**src/rtl/loc_arb_pkg.sv**
```systemverilog
package loc_arb_pkg;
  localparam int CTRL_W     = 8;
  localparam int B_ACTIVE   = 0;
  localparam int B_REQ      = 1;
  localparam int B_SEIZE    = 2;
  localparam int B_SEIZED   = 3;
  localparam int B_PEND     = 4;
  localparam logic [CTRL_W-1:0] NO_OWNER = 8'hFF;
endpackage

```
**src/rtl/loc_arb_addr_dec.sv**
```systemverilog
module loc_arb_addr_dec #(
  parameter int ADDR_W  = 15,
  parameter int LOC_LSB = 12,
  parameter int LOC_W   = 3,
  parameter int NUM_LOC = 5
) (
  input  logic [ADDR_W-1:0] addr,
  output logic [LOC_W-1:0]  loc,
  output logic              in_range,
  output logic              writable
);
  localparam logic [LOC_W-1:0] LAST = LOC_W'(NUM_LOC - 1);

  logic unused_low;
  assign unused_low = ^addr[LOC_LSB-1:0];

  assign loc      = addr[LOC_LSB +: LOC_W];
  assign in_range = (loc <= LAST);
  // the top locality is read-only
  assign writable = (loc < LAST);
endmodule

```
**src/rtl/loc_arb_pick.sv**
```systemverilog
module loc_arb_pick #(
  parameter int NUM_LOC = 5,
  parameter int LOC_W   = 3
) (
  input  logic [NUM_LOC-1:0] req,
  output logic               found,
  output logic [LOC_W-1:0]   idx
);
  // later iterations overwrite earlier ones: highest set index wins
  always_comb begin
    found = 1'b0;
    idx   = '0;
    for (int i = 0; i < NUM_LOC; i++) begin
      if (req[i]) begin
        found = 1'b1;
        idx   = i[LOC_W-1:0];
      end
    end
  end
endmodule

```
**src/rtl/loc_arb_view.sv**
```systemverilog
module loc_arb_view
  import loc_arb_pkg::*;
#(
  parameter int NUM_LOC = 5,
  parameter int LOC_W   = 3
) (
  input  logic [LOC_W-1:0]   loc,
  input  logic               in_range,
  input  logic               own_vld,
  input  logic [LOC_W-1:0]   own,
  input  logic [NUM_LOC-1:0] req,
  input  logic [NUM_LOC-1:0] seized,
  output logic [CTRL_W-1:0]  rd_data
);
  localparam logic [NUM_LOC-1:0] ONE = NUM_LOC'(1);

  logic [NUM_LOC-1:0] pend_v;

  for (genvar g = 0; g < NUM_LOC; g++) begin : g_pend
    assign pend_v[g] = |(req & ~(ONE << g));
  end

  always_comb begin
    rd_data = '0;
    if (in_range) begin
      rd_data[B_ACTIVE] = own_vld && (own == loc);
      rd_data[B_REQ]    = req[loc];
      rd_data[B_SEIZED] = seized[loc];
      rd_data[B_PEND]   = pend_v[loc];
    end
  end
endmodule

```
**src/rtl/loc_arb_core.sv**
```systemverilog
module loc_arb_core
  import loc_arb_pkg::*;
#(
  parameter int NUM_LOC = 5,
  parameter int LOC_W   = 3
) (
  input  logic               clk,
  input  logic               rst,
  input  logic               wr_en,
  input  logic [LOC_W-1:0]   wr_loc,
  input  logic               wr_ok,
  input  logic [CTRL_W-1:0]  wr_data,
  input  logic               cmd_busy,
  input  logic               cmd_done,
  output logic               own_vld,
  output logic [LOC_W-1:0]   own,
  output logic [NUM_LOC-1:0] req,
  output logic [NUM_LOC-1:0] seized,
  output logic               cmd_cancel,
  output logic               loc_changed
);
  typedef struct packed {
    logic [NUM_LOC-1:0] req;
    logic [NUM_LOC-1:0] sz;
    logic [NUM_LOC-1:0] bs;
    logic               ov;
    logic [LOC_W-1:0]   own;
  } st_t;

  st_t              st_q, st_mid, st_d;
  logic             pv_q, pv_mid, pv_d;
  logic [LOC_W-1:0] pl_q, pl_d;
  logic             cancel_d, chg_d;
  logic             pick_found;
  logic [LOC_W-1:0] pick_idx;

  // move ownership to (tv,tl), updating old and new owner flags
  function automatic st_t f_switch(st_t s, logic tv, logic [LOC_W-1:0] tl);
    st_t  r;
    logic chg;
    r   = s;
    chg = (s.ov != tv) || (tv && (s.own != tl));
    if (chg && s.ov) begin
      if (tv && s.sz[tl]) r.bs[s.own] = 1'b1;
      else                r.req[s.own] = 1'b0;
    end
    r.ov = tv;
    if (tv) begin
      r.own     = tl;
      r.req[tl] = 1'b0;
      r.sz[tl]  = 1'b0;
    end
    return r;
  endfunction

  // stage 1: complete a deferred handover
  always_comb begin
    st_mid = st_q;
    pv_mid = pv_q;
    if (cmd_done && pv_q) begin
      st_mid = f_switch(st_q, 1'b1, pl_q);
      pv_mid = 1'b0;
    end
  end

  loc_arb_pick #(.NUM_LOC(NUM_LOC), .LOC_W(LOC_W)) u_pick (
    .req   (st_mid.req),
    .found (pick_found),
    .idx   (pick_idx)
  );

  // stage 2: apply a register write
  always_comb begin
    st_t              s;
    logic [CTRL_W-1:0] v;
    logic             tv, setnew, ab_go, mine, higher;
    logic [LOC_W-1:0] tl, ab_loc;
    s        = st_mid;
    pv_d     = pv_mid;
    pl_d     = pl_q;
    cancel_d = 1'b0;
    v        = wr_data;
    tv       = s.ov;
    tl       = s.own;
    setnew   = 1'b1;
    ab_go    = 1'b0;
    ab_loc   = '0;
    higher   = 1'b0;
    mine     = s.ov && (s.own == wr_loc);
    if (wr_en && wr_ok) begin
      if (v[B_SEIZE]) begin
        v[B_REQ]    = 1'b0;
        v[B_ACTIVE] = 1'b0;
      end
      if (v[B_ACTIVE]) begin
        if (mine) begin
          if (pick_found) begin
            setnew = 1'b0;
            ab_go  = 1'b1;
            ab_loc = pick_idx;
          end else begin
            tv = 1'b0;
          end
        end else begin
          s.req[wr_loc] = 1'b0;
        end
      end
      if (v[B_SEIZED]) s.bs[wr_loc] = 1'b0;
      if (v[B_SEIZE] && (!s.ov || (wr_loc > s.own))) begin
        for (int i = 0; i < NUM_LOC; i++)
          if ((i > int'(wr_loc)) && s.sz[i]) higher = 1'b1;
        if (!s.sz[wr_loc] && !higher) begin
          for (int i = 0; i < NUM_LOC; i++)
            if (i < int'(wr_loc)) s.sz[i] = 1'b0;
          s.sz[wr_loc] = 1'b1;
          setnew = 1'b0;
          ab_go  = 1'b1;
          ab_loc = wr_loc;
        end
      end
      if (v[B_REQ] && !mine) begin
        if (s.ov) s.req[wr_loc] = 1'b1;
        else begin
          tv = 1'b1;
          tl = wr_loc;
        end
      end
      if (setnew) s = f_switch(s, tv, tl);
      if (ab_go) begin
        if (cmd_busy) begin
          pv_d     = 1'b1;
          pl_d     = ab_loc;
          cancel_d = 1'b1;
        end else begin
          s    = f_switch(s, 1'b1, ab_loc);
          pv_d = 1'b0;
        end
      end
    end
    st_d  = s;
    chg_d = (st_d.ov != st_q.ov) || (st_d.ov && (st_d.own != st_q.own));
  end

  always_ff @(posedge clk) begin
    if (rst) begin
      st_q        <= '0;
      pv_q        <= 1'b0;
      pl_q        <= '0;
      cmd_cancel  <= 1'b0;
      loc_changed <= 1'b0;
    end else begin
      st_q        <= st_d;
      pv_q        <= pv_d;
      pl_q        <= pl_d;
      cmd_cancel  <= cancel_d;
      loc_changed <= chg_d;
    end
  end

  assign own_vld = st_q.ov;
  assign own     = st_q.own;
  assign req     = st_q.req;
  assign seized  = st_q.bs;

  // at most one seize is ever pending
  p_seize_single_r5: assert property (@(posedge clk) disable iff (rst)
    $onehot0(st_q.sz));

  // the owner never keeps a request flag
  p_owner_no_req_r7: assert property (@(posedge clk) disable iff (rst)
    st_q.ov |-> !st_q.req[st_q.own]);

  // writes to the read-only or absent localities leave state alone
  p_locked_write_r10: assert property (@(posedge clk) disable iff (rst)
    (wr_en && !wr_ok && !cmd_done) |=> ($stable(st_q) && !loc_changed));

  // a deferred handover keeps the owner until completion
  p_defer_hold_r9: assert property (@(posedge clk) disable iff (rst)
    (pv_q && !cmd_done && !wr_en) |=> ($stable(st_q.ov) && $stable(st_q.own)));

  // cancel is only raised for a busy engine
  p_cancel_busy_r9: assert property (@(posedge clk) disable iff (rst)
    cmd_cancel |-> $past(cmd_busy));

  // every owner change is flagged
  p_change_flag_r12: assert property (@(posedge clk) disable iff (rst)
    ((st_q.ov != $past(st_q.ov)) || (st_q.ov && (st_q.own != $past(st_q.own))))
      |-> loc_changed);
endmodule

```
**src/rtl/loc_arbiter.sv**
```systemverilog
module loc_arbiter
  import loc_arb_pkg::*;
#(
  parameter int ADDR_W  = 15,
  parameter int LOC_LSB = 12,
  parameter int LOC_W   = 3,
  parameter int NUM_LOC = 5
) (
  input  logic              clk,
  input  logic              rst,
  input  logic              wr_en,
  input  logic [ADDR_W-1:0] wr_addr,
  input  logic [7:0]        wr_data,
  input  logic [ADDR_W-1:0] rd_addr,
  output logic [7:0]        rd_data,
  input  logic              cmd_busy,
  input  logic              cmd_done,
  output logic              cmd_cancel,
  output logic [7:0]        active_loc,
  output logic              loc_changed
);
  logic [LOC_W-1:0]   w_loc, r_loc, own;
  logic               w_ok, w_in, r_in, r_ok, own_vld;
  logic [NUM_LOC-1:0] req, seized;
  logic               unused_flags;

  assign unused_flags = w_in ^ r_ok;

  loc_arb_addr_dec #(.ADDR_W(ADDR_W), .LOC_LSB(LOC_LSB), .LOC_W(LOC_W),
                     .NUM_LOC(NUM_LOC)) u_wdec (
    .addr(wr_addr), .loc(w_loc), .in_range(w_in), .writable(w_ok));

  loc_arb_addr_dec #(.ADDR_W(ADDR_W), .LOC_LSB(LOC_LSB), .LOC_W(LOC_W),
                     .NUM_LOC(NUM_LOC)) u_rdec (
    .addr(rd_addr), .loc(r_loc), .in_range(r_in), .writable(r_ok));

  loc_arb_core #(.NUM_LOC(NUM_LOC), .LOC_W(LOC_W)) u_core (
    .clk(clk), .rst(rst), .wr_en(wr_en), .wr_loc(w_loc), .wr_ok(w_ok),
    .wr_data(wr_data), .cmd_busy(cmd_busy), .cmd_done(cmd_done),
    .own_vld(own_vld), .own(own), .req(req), .seized(seized),
    .cmd_cancel(cmd_cancel), .loc_changed(loc_changed));

  loc_arb_view #(.NUM_LOC(NUM_LOC), .LOC_W(LOC_W)) u_view (
    .loc(r_loc), .in_range(r_in), .own_vld(own_vld), .own(own),
    .req(req), .seized(seized), .rd_data(rd_data));

  assign active_loc = own_vld ? {{(CTRL_W-LOC_W){1'b0}}, own} : NO_OWNER;

  // the seize flag is never visible on a read
  p_seize_hidden_r8: assert property (@(posedge clk) disable iff (rst)
    rd_data[B_SEIZE] == 1'b0);

  // no owner and no event directly after reset
  p_reset_idle_r1: assert property (@(posedge clk)
    rst |=> (active_loc == NO_OWNER) && !loc_changed && !cmd_cancel);
endmodule

```
**config.mk**
```make
export PLATFORM = sky130hd
export DESIGN_NAME = loc_arbiter
export DESIGN_NICKNAME = d
export VERILOG_FILES = /design/src/rtl/loc_arb_pkg.sv /design/src/rtl/loc_arb_addr_dec.sv /design/src/rtl/loc_arb_pick.sv /design/src/rtl/loc_arb_view.sv /design/src/rtl/loc_arb_core.sv /design/src/rtl/loc_arbiter.sv
export SDC_FILE = /design/constraint.sdc
export NUM_CORES = 1
export LEC_CHECK = 0
export BUFFER_PORTS_ARGS = -buffer_cell sky130_fd_sc_hd__buf_2
export CAP_MARGIN = 15
export CORE_MARGIN = 2
export CORE_UTILIZATION = 55
export DETAILED_ROUTE_END_ITERATION = 12
export PLACE_DENSITY = 0.8
export SYNTH_ARGS = -nofsm -noshare
export SYNTH_HDL_FRONTEND = slang
export SYNTH_SLANG_ARGS = --single-unit
```
**constraint.sdc**
```tcl
create_clock -name clk -period 3.9 [get_ports clk]
set_input_delay 0.39 -clock clk [delete_from_list [all_inputs] [get_ports clk]]
set_output_delay 0.39 -clock clk [all_outputs]
set_load 0.01 [all_outputs]
```
== Word level (Yosys, flattened, before mapping) ==
Index checks and enable logic that the tools add are counted.

* Order comparisons: 27
* Equal/unequal tests: 8
* Mux-type cells: 136
* Bitwise gates (word level): 27
* Reductions and logical operators: 40

{| class="wikitable"
|+ Operators with widths
! cell !! number
|-
| $mux W5 || 29
|-
| $mux W19 || 6
|-
| $mux W1 || 68
|-
| $and A5 B5 Y5 || 11
|-
| $mux W3 || 13
|-
| $not A5 Y5 || 7
|-
| $lt A3 B4 Y1 const B || 8
|-
| $or A5 B5 Y5 || 5
|-
| $logic_and A1 B1 Y1 || 24
|-
| $bmux W1 S3 || 7
|-
| $demux W1 S3 || 7
|-
| $ge A3 B1 Y1 const B || 7
|-
| $reduce_or A4 Y1 || 5
|-
| $ne A3 B3 Y1 || 4
|-
| $mux W10 || 1
|-
| $mux W2 || 4
|-
| $mux W8 || 1
|-
| $eq A3 B3 Y1 || 2
|-
| $gt A2 B3 Y1 const A || 2
|-
| $lt A1 B3 Y1 const A || 2
|-
| $lt A2 B3 Y1 const A || 2
|-
| $logic_or A1 B1 Y1 || 5
|-
| $logic_not A1 Y1 || 4
|-
| $not A1 Y1 || 4
|-
| 9 further kinds || 10
|}

* Register bits after elaboration: 25
* Output and inout port bits: 18
* Word-level logic and storage cells: 247

== Logic depth before layout (Yosys ltp) ==
Gate-level depths: netlist of the first run.

* Depth after elaboration: 56
* Mapped depth: 15

== By module ==
Synthesis of the first run repeated with hierarchy kept, for this count alone.

* Cell total of the unflattened synthesis: 384
* Area, all modules: 2,984.1 um^2

{| class="wikitable"
|+ Modules (own cells, without submodules)
! module !! times used !! cells each !! area each (um^2) !! seq. area each (um^2)
|-
| loc_arb_core || 1 || 332 || 2,616.3 || 500.5
|-
| loc_arb_view || 1 || 26 || 210.2 || 0.0
|-
| loc_arb_addr_dec || 2 || 5 || 31.3 || 0.0
|-
| loc_arbiter || 1 || 8 || 52.6 || 0.0
|-
| loc_arb_pick || 1 || 8 || 42.5 || 0.0
|}

== Least setup slack after synthesis of the first run ==
Ideal clock, no wire load.

* Path type: input-to-reg
* From: in cmd_done
* To: reg u_core.st_q, in the netlist u_core.seized[4]
* Library setup time: 0.132 ns
* Data arrival time: 3.223 ns
* Required time: 3.768 ns
* Path slack: 0.545 ns
* Stages: 13
* Path through: buf_6 -> and2_4 -> o21ai_0 -> inv_1 -> ha_1 -> nand3_1 -> or3b_2 -> o21ai_2 -> a41oi_4 -> xor2_1 -> o31ai_2 -> nand3b_4 -> o22ai_2

* Word-level cells in the longest chain between the ends: 27
* Elaborated cells on any way between the ends: 132
* Those cells by class: order compare: 7; eq/ne: 4; mux: 91; bitwise: 7; reduce/logical: 23

{| class="wikitable"
|+ RTL lines
! item !! line !! source
|-
| from (decl) || loc_arbiter.sv:17 || <nowiki>input logic cmd_done,</nowiki>
|-
| $logic_and A1 B1 Y1 * || loc_arb_core.sv:60 || <nowiki>if (cmd_done && pv_q) begin</nowiki>
|-
| $mux W19 * || loc_arb_core.sv:60 ||
|-
| parallel branches: the longest is 24 deep, another holds $mux W3 || - ||
|-
| $mux W19 * || loc_arb_core.sv:90 || <nowiki>if (wr_en && wr_ok) begin</nowiki>
|-
| to (signal assigned) || loc_arb_core.sv:152 || <nowiki>st_q <= st_d;</nowiki>
|-
| to (decl) || loc_arb_core.sv:30 || <nowiki>st_t st_q, st_mid, st_d;</nowiki>
|}

Every way passes the cells marked *. The select of a mux whose other input is x is not followed.
A chain may end at the register's enable or synchronous reset.

== Final worst setup path of the first run ==
* From: reg u_core.st_q, in the netlist u_core.own[2]
* To: reg u_core.st_q, in the netlist u_core.req[2]

* Word-level cells in the longest chain between the ends: 42
* Elaborated cells on any way between the ends: 127
* Those cells by class: order compare: 11; eq/ne: 5; mux: 78; bitwise: 15; reduce/logical: 18

{| class="wikitable"
|+ RTL lines
! item !! line !! source
|-
| $lt A3 B4 Y1 (not written as such) / $ge A3 B1 Y1 (equally long branches) || loc_arb_core.sv:45 || <nowiki>else r.req[s.own] = 1'b0;</nowiki>
|-
| $logic_and A1 B1 Y1 (not written as such) || loc_arb_core.sv:45 ||
|-
| $mux W1 (not written as such) || loc_arb_core.sv:45 ||
|-
| $demux W1 S3 || - ||
|-
| $not A5 Y5 (no line) || - ||
|-
| $and A5 B5 Y5 (no line) || - ||
|-
| $mux W5 || loc_arb_core.sv:44 || <nowiki>if (tv && s.sz[tl]) r.bs[s.own] = 1'b1;</nowiki>
|-
| $mux W5 || loc_arb_core.sv:43 || <nowiki>if (chg && s.ov) begin</nowiki>
|-
| $mux W5 || loc_arb_core.sv:60 ||
|-
| $and A5 B5 Y5 (no line) || - ||
|-
| $mux W19 * || loc_arb_core.sv:60 ||
|-
| parallel branches: the longest is 30 deep, another holds $mux W3 || - ||
|-
| $mux W19 * || loc_arb_core.sv:90 ||
|}

Marked as above.

==> results.toml, run 1 <==
[status]
outcome = "finished clean"

[synthesis]
synth_ff_type = "dfxtp_1"
syn_avg_cell_area_sq_um = 7.62
synth_top_area_frac = 0.174
ys_types = 82
syn_inst = 378
synth_top_area_cell = "dfxtp_1"
seq_area_frac_synth = 0.174
async_flop_share = 0
yosysMostFrequentCell = "nand2_1"
yosysWarnings = 0
ys_ff_latch = 25
syn_area_sq_um = 2880
synth_edf_count = 0
ys_top_cells_by_area = "dfxtp_1, nand2_1, a21oi_1"
ys_top_cells_by_count = "nand2_1, nor2_1, dfxtp_1"

[worst_setup_path]
max_stage_delay_ns = 0.56
critPathCaptureType = "register"
worstPathCellList = "inv_1 -> o21ai_1 -> inv_1 -> ha_1 -> nand3_1 -> or3b_2 -> o21ai_2 -> a41oi_4 -> xor2_1 -> o31ai_2 -> buf_4 -> nor3_1 -> o21ai_1"
r2r_cells = 13
r2r_start = "u_core.own[2]"
critPathSlowestCell = "or3b_2"
reg2reg_slack_ns = 0.27
startpoint = "u_core.own[2]"
critPathMaxFanout = 9
worst-path-buf-inv = 3
path_class = "register to register"
required_ns = 4.08
crit_cells = 13
crit_arrival_ns = 3.81
worstSetupEndpoint = "u_core.req[2]"
cp-start-kind = "register"
cpLargestDelayFamily = "compound AO/OA/AOI/OAI gates"
rr_endpoint = "u_core.req[2]"

[power_and_ir_drop]
finalPower_mw = 0.856
power_density_nw_per_um2 = 276
leakage_nw = 1.10
ir_drop_mv = 0.140

[detailed_routing]
vias = 3160
drtIter0Drc = 321
ant_nets = 0
drc = 0
wl_per_cell_um = 19.6
wirelength_um = 9170
vias_per_cell = 6.75
dr.pass1.iters = 6

[global_route]
grt_util_all_layers = 0.316
grt_max_degree = 28
antenna_found_initial = 0
grt-ovfl-total = 0
grt_pass1_vias = 2878
grt_pass1_wl_um = 14900

[sta]
tightest_slew_ns = 0.685
finalCritPeriodShare = 0.930
skew_ns = 0.00233
slew_headroom = 0.542
hold_viol_final = 0
maxSlewViolCount = 0
setup_tns_ns = 0
setup_viol = 0
rsz0062_at_grt = "no"
fin_crit_ns = 3.63
fmax_mhz = 276

[die]
die_x_um = 76.4
placementRows = 26
dieArea_sq_um = 5830
pin_count = 61
core_area_sq_um = 5070
die_h_um = 76.4
start_util = 0.567

[clock_tree]
cts_max_level = 1
clk_pin_slew_worst_paths_ns = 0.09
cts_tree = "built"
post-cts-setup-buffer-count = 0
cts.sinks = 25
numCtsBuffers = 3
cts_root_buffer = "clkbuf_8"
clock_path_buffers = 2
clock_latency_ns = 0.27

[finish]
multi_input_area_sq_um = 2140
drive_gt1_frac = 0.231
nets = 445
n_antenna_cell = 0
fill_cells = 495
areaGrowthSynthToFinish_pct = 7.69
regArea_sq_um = 500

[placed_design]
gp_congestion = 1.03
dp_hpwl_um = 7110
portBuffers = 28

[run]
cap_viol_max_count = 0

[hold_path]
hold_path_class = "primary input to register"
==> sequential cells by signal, indices dropped and copies added, names as in the netlist <==
| signal | cells |
|---|---|
| u_core.cmd_cancel | 1 |
| u_core.req | 5 |
| u_core.pv_q | 1 |
| u_core.seized | 5 |
| u_core.st_q | 5 |
| u_core.own | 3 |
| u_core.pl_q | 3 |
| u_core.own_vld | 1 |
| u_core.loc_changed | 1 |
==> worst register-to-register path, cell delays in order, from the launching register on <==
cell and delay (ns):
dfxtp_1 0.42, inv_1 0.09, o21ai_1 0.34, inv_1 0.08, ha_1 0.29, nand3_1 0.17, or3b_2 0.56, o21ai_2 0.34
a41oi_4 0.29, xor2_1 0.23, o31ai_2 0.25, buf_4 0.18, nor3_1 0.04, o21ai_1 0.24
==> layout by cell type (no fill, tap or decap), drive strengths merged, types with 4 or more instances in the layout <==
cell     n
buf     46
nand2   33
o21ai   32
nor2    30
dfxtp   25
a21oi   25
nand3   18
nor3    13
inv     13
a31oi   12
or3      8
o31ai    8
mux2i    8
nor3b    7
nor2b    7
xnor2    7
a211oi   7
mux2     6
o21a     6
nand3b   5
nand2b   4
and3     4
a21o     4
conb     4
o22ai    4
a221oi   4
o211ai   4
clkbuf   4
==> worst min path at each step <==
stage                          start                to  depth (start not counted)
floorplan           u_core.seized[2]  u_core.seized[2]                          2
global placement    u_core.seized[2]  u_core.seized[2]                          2
finish                      cmd_done       u_core.pv_q                          3
global route              wr_data[3]  u_core.seized[0]                          3
CTS                         cmd_done       u_core.pv_q                          3
detailed placement  u_core.seized[2]  u_core.seized[2]                          2
==> final cells by class <==
cell class,instances,share of cell area
clock buffer,4,0.0145
timing repair buffer,46,0.0888
tap,70,0.0282
multi-input combinational,310,0.691
sequential,25,0.161
inverter,13,0.0157
==> power breakdown <==
part	internal, mW	leakage [nW]	switching (mW)
clock	0.0733	0.0228	0.0863
combinational	0.147	0.875	0.254
sequential	0.272	0.203	0.0229
total	0.493	1.10	0.363
==> routing by layer <==
metal | track usage | vias to the layer above | routed length (um)
met1 | 0.431 | 1447 | 3730
met3 | 0.0379 | 31 | 950
met4 | 0.138 | 0 | 320
met2 | 0.504 | 224 | 4160
met5 | 0 | - | 0
li1 | - | 1458 | -
==> through the flow <==
stage	std cells	hold slack [ns]	instance area (sq um)	setup WS, ns	utilization
after detailed placement	464	0.503	3060	0.0604	0.602
after CTS	468	0.442	3100	0.210	0.611
after floorplan	381	0.470	2890	0.545	-
final	468	0.453	3100	0.275	0.611
after global placement	464	0.490	3060	0.0795	0.602
after global routing	468	0.468	3100	0.0234	0.611
==> cells by family (layout without fill, tap and decap cells) <==
kind of cell / after synthesis / after routing / synth area share
AO/OA/AOI/OAI: 137 / 137 / 0.366
XOR/XNOR: 9 / 9 / 0.0300
adder cells (fa/ha/maj): 3 / 3 / 0.0130
buffers and inverters: 46 / 63 / 0.0856
flip-flops: 25 / 25 / 0.174
multiplexers: 15 / 15 / 0.0648
other: 1 / 4 / 0.00130
AND/OR/NAND/NOR: 142 / 142 / 0.265
==> what timing repair did <==
item	in CTS	in global routing
gates resized for setup	0	1
hold buffers	0	0
endpoints found under the setup margin	0	10
Note: power is estimated with default switching activity, not from simulation.
==> run 2, diff against run 1 <==
==> constraint.sdc (replaced) <==
create_clock -name clk -period 3.9 [get_ports clk]
set_input_delay 0.39 -clock clk [delete_from_list [all_inputs] [get_ports clk]]
set_output_delay 0.39 -clock clk [all_outputs]
set_load 0.1 [all_outputs]
==> run 2 against run 1 <==
Effect of this change: die area unchanged; fmax grew 1.4%; flip-flop and latch count unchanged; combinational power is 24% higher; largest power group unchanged.
==> results.toml, run 2 (synthesized netlist as in run 1, its figures left out) <==
[status]
outcome = "finished clean"

[power_and_ir_drop]
power_density_nw_per_um2 = 307
finalPower_mw = 0.953
ir_drop_mv = 0.167
leakage_nw = 1.10

[clock_tree]
clk_pin_slew_worst_paths_ns = 0.09
cts_max_level = 1
numCtsBuffers = 3
ctsResizeCount = 0
post-cts-setup-buffer-count = 0
cts_root_buffer = "clkbuf_8"
cts_tree = "built"
clock_latency_ns = 0.27
clock_path_buffers = 2
cts.sinks = 25
ctsHoldBuffers = 0

[worst_setup_path]
critPathMaxFanout = 8
cp-start-kind = "register"
critPathCaptureType = "register"
max_stage_delay_ns = 0.48
cpLargestDelayFamily = "compound AO/OA/AOI/OAI gates"
r2r_cells = 14
required_ns = 4.10
crit_arrival_ns = 3.77
path_class = "register to register"
worstPathCellList = "inv_1 -> o21ai_0 -> inv_1 -> ha_1 -> nand3_1 -> nor3b_1 -> o2111ai_1 -> o21ai_2 -> a41oi_4 -> xor2_1 -> o31ai_2 -> buf_4 -> nor3_1 -> o21ai_1"
crit_cells = 14
critPathSlowestCell = "nor3b_1"
cp_common_cell = "inv_1"
worst-path-buf-inv = 3

[finish]
multi_input_area_sq_um = 2150
mostFrequentLayoutCells = "nand2_1, nor2_1, buf_2"
drive_gt1_frac = 0.234
nets = 445
regArea_sq_um = 500
final_common_cell = "nand2_1"
n_antenna_cell = 0
fill_cells = 508
areaGrowthSynthToFinish_pct = 7.91

[detailed_routing]
dr.pass1.iters = 5
drtIter0Drc = 316
wirelength_um = 9250
drc = 0
ant_nets = 0
vias = 3162
wl_per_cell_um = 19.8
vias_per_cell = 6.76

[sta]
setup_tns_ns = 0
hold_slack_ns = 0.475
hold_viol_final = 0
tightest_slew_ns = 0.771
slew_headroom = 0.480
finalCritPeriodShare = 0.916
rsz0062_at_grt = "no"
fin_crit_ns = 3.57
fmax_mhz = 280
setup_viol = 0
maxSlewViolCount = 0
skew_ns = 0.00156

[die]
start_util = 0.567
dieArea_sq_um = 5830
die_x_um = 76.4
placementRows = 26
pin_count = 61
core_area_sq_um = 5070
die_h_um = 76.4

[run]
cap_viol_max_count = 0

[placed_design]
gp_congestion = 0.946
dp_hpwl_um = 7200
portBuffers = 28

[global_route]
antenna_found_initial = 0
grt-ovfl-total = 0
grt_util_all_layers = 0.308
grt_pass1_wl_um = 14600
grt_max_degree = 28
grt_pass1_vias = 2789

[hold_path]
hold_path_class = "primary input to register"
holdPathStages = 3
-- run 2: cell counts in the layout (fill, tap and decap cells not counted) --
No cell type changed its count.
-- run 2: layout make-up --
cell class / instances / area share
Sequential cell: 25 / 0.161
Inverter: 13 / 0.0157
Clock buffer: 4 / 0.0145
Tap cell: 70 / 0.0282
Timing Repair Buffer: 46 / 0.0886
Multi-Input combinational cell: 310 / 0.692
-- run 2: worst reg2reg max path, delay by kind of cell, from the launching register on --
family / cells / cell delay, ns
compound gates: 6 / 1.54
simple gates: 3 / 0.67
flops: 1 / 0.42
buf+inv: 3 / 0.36
fa+ha+maj: 1 / 0.30
xor+xnor: 1 / 0.22
-- run 2: final timing paths --
check                           slack [ns]        startpoint               end
worst max-delay path                  0.33     u_core.own[2]     u_core.req[2]
worst min-delay path                  0.47        wr_data[3]  u_core.seized[0]
worst max register to register        0.33     u_core.own[2]     u_core.req[2]
worst min register to register        0.53  u_core.seized[2]  u_core.seized[2]
-- run 2: stage by stage --
step / std cells / cell area (sq um) / setup WS (ns) / util
floorplan: 381 / 2900 / 0.545 / -
global placement: 464 / 3060 / 0.187 / 0.603
detailed placement: 464 / 3060 / 0.169 / 0.603
CTS: 468 / 3110 / 0.418 / 0.612
global route: 468 / 3110 / 0.144 / 0.612
finish: 468 / 3110 / 0.327 / 0.612
-- run 2: routing by layer --
| metal | vias up | track usage | share of wire |
|---|---|---|---|
| met5 | - | 0 | 0 |
| met4 | 0 | 0.124 | 0.037 |
| met3 | 40 | 0.0391 | 0.089 |
| met2 | 179 | 0.493 | 0.45 |
| met1 | 1476 | 0.421 | 0.43 |
| li1 | 1467 | - | - |
-- run 2: report_power, final --
group	internal, mW	switching, mW	total [mW]	leakage (nW)
clock	0.0733	0.0861	0.159	0.0228
combinational	0.148	0.351	0.499	0.874
sequential	0.272	0.0226	0.295	0.203
==> run 3, diff against run 2 <==
--- a/config.mk
+++ b/config.mk
@@ -9,6 +9,7 @@
 export CAP_MARGIN = 15
 export CORE_MARGIN = 2
 export CORE_UTILIZATION = 55
+export CTS_BUF_LIST = sky130_fd_sc_hd__clkbuf_2
 export DETAILED_ROUTE_END_ITERATION = 12
 export PLACE_DENSITY = 0.8
 export SYNTH_ARGS = -nofsm -noshare
==> run 3 against run 2 <==
Effect of this change: hold slack got worse by 0.13 ns; first-iteration DRC count increased by 29%; combinational power about the same; critical path type unchanged.
==> results.toml, run 3 (synthesized netlist as in run 1, its figures left out) <==
[detailed_routing]
vias_per_cell = 6.76
wl_per_cell_um = 19.9
ant_nets = 0
drtIter0Drc = 408
drc = 0
dr.pass1.iters = 5
vias = 3162
wirelength_um = 9320

[sta]
fin_crit_ns = 3.61
hold_slack_ns = 0.347
finalCritPeriodShare = 0.925
hold_viol_final = 0
fin_ws_ns = 0.291
fmax_mhz = 277
skew_ns = 0.00774
setup_viol = 0
slew_headroom = 0.461
rsz0062_at_grt = "no"
maxSlewViolCount = 0
tightest_slew_ns = 0.801
setup_tns_ns = 0

[clock_tree]
clk_pin_slew_worst_paths_ns = 0.24
post-cts-setup-buffer-count = 0
ctsHoldBuffers = 0
clock_latency_ns = 0.36
cts.sinks = 25
cts_root_buffer = "clkbuf_2"
cts_max_level = 1
cts_tree = "built"
clock_path_buffers = 2
numCtsBuffers = 3
ctsResizeCount = 0

[global_route]
antenna_found_initial = 0
grt_util_all_layers = 0.310
grt_pass1_vias = 2798
grt_pass1_wl_um = 14600
grt-ovfl-total = 0
grt_max_degree = 28

[power_and_ir_drop]
switchingPower_mw = 0.460
power_frac_comb = 0.553
intPower_mw = 0.448
power_density_nw_per_um2 = 295
leakage_nw = 1.09
p_clk_frac = 0.120
ir_drop_mv = 0.168
finalPower_mw = 0.908
p_seq_frac = 0.327
sw_frac_of_total = 0.507

[finish]
fill_cells = 513
fin_cells = 468
final_common_cell = "nand2_1"
drive_gt1_frac = 0.236
nets = 445
areaGrowthSynthToFinish_pct = 7.04
n_antenna_cell = 0
design_area_sq_um = 3080
final_core_util = 0.607
mostFrequentLayoutCells = "nand2_1, nor2_1, buf_2"

[run]
cap_viol_max_count = 0

[worst_setup_path]
crit_arrival_ns = 3.89
critPathCaptureType = "register"
reg2reg_slack_ns = 0.29
cp-start-kind = "register"
required_ns = 4.18
path_class = "register to register"
critPathMaxFanout = 9

[die]
die_x_um = 76.4
start_util = 0.567
placementRows = 26
dieArea_sq_um = 5830
die_h_um = 76.4
pin_count = 61
core_area_sq_um = 5070

[placed_design]
dp_hpwl_um = 7200
dp.cells = 464
gp_congestion = 0.946
placed_area_sq_um = 3060
portBuffers = 28
dpl_worst_slack_ns = 0.169

[status]
outcome = "finished clean"

[hold_path]
hold_path_class = "primary input to register"
[run 3: changes by cell type in the layout (fill, tap and decap cells not counted)]
cell	previous run	this run
clkbuf_8	3	0
clkbuf_2	0	4
clkbuf_1	1	0
[run 3: layout make-up]
class	instances	area, sq um	area share
inverter	13	48.8	0.0158
timing repair buffer	46	275	0.0893
sequential	25	500	0.162
tap	70	87.6	0.0284
clock buffer	4	20.0	0.00650
multi-input combinational	310	2150	0.698
[run 3: power by group through the flow]
stage	logic, mW	registers (mW)	clock network [mW]
4_1_cts	0.491	0.295	0.108
2_1_floorplan	0.391	0.301	0
3_3_place_gp	0.482	0.299	0
3_5_place_dp	0.489	0.300	0
5_1_grt	0.530	0.297	0.116
6_report	0.502	0.297	0.109
[run 3: worst paths after layout]
path | start | endpoint | cells past startpoint
setup reg to reg | u_core.own[2] | u_core.req[3] | 14
hold / removal | wr_data[3] | u_core.seized[0] | 3
setup / recovery | u_core.own[2] | u_core.req[3] | 14
hold reg to reg | u_core.seized[4] | u_core.seized[4] | 2
[run 3: routing by layer]
layer	wire length, um	GRT usage	part of all wire	vias up
li1	-	-	-	1464
met5	0	0	0	-
met4	333	0.131	0.036	0
met3	886	0.0521	0.095	31
met1	3890	0.418	0.42	1470
met2	4210	0.490	0.45	197
[run 3: critical path, stage by stage (launching register included)]
cell and delay (ns):
dfxtp_1 0.46, inv_1 0.09, o21ai_0 0.38, inv_1 0.09, ha_1 0.30, nand3_1 0.15, o21ai_1 0.24, a221oi_2 0.09
buf_4 0.21, o2111a_1 0.18, a21oi_2 0.39, mux2i_1 0.35, o32ai_4 0.15, nor4_1 0.33, o21ai_1 0.12
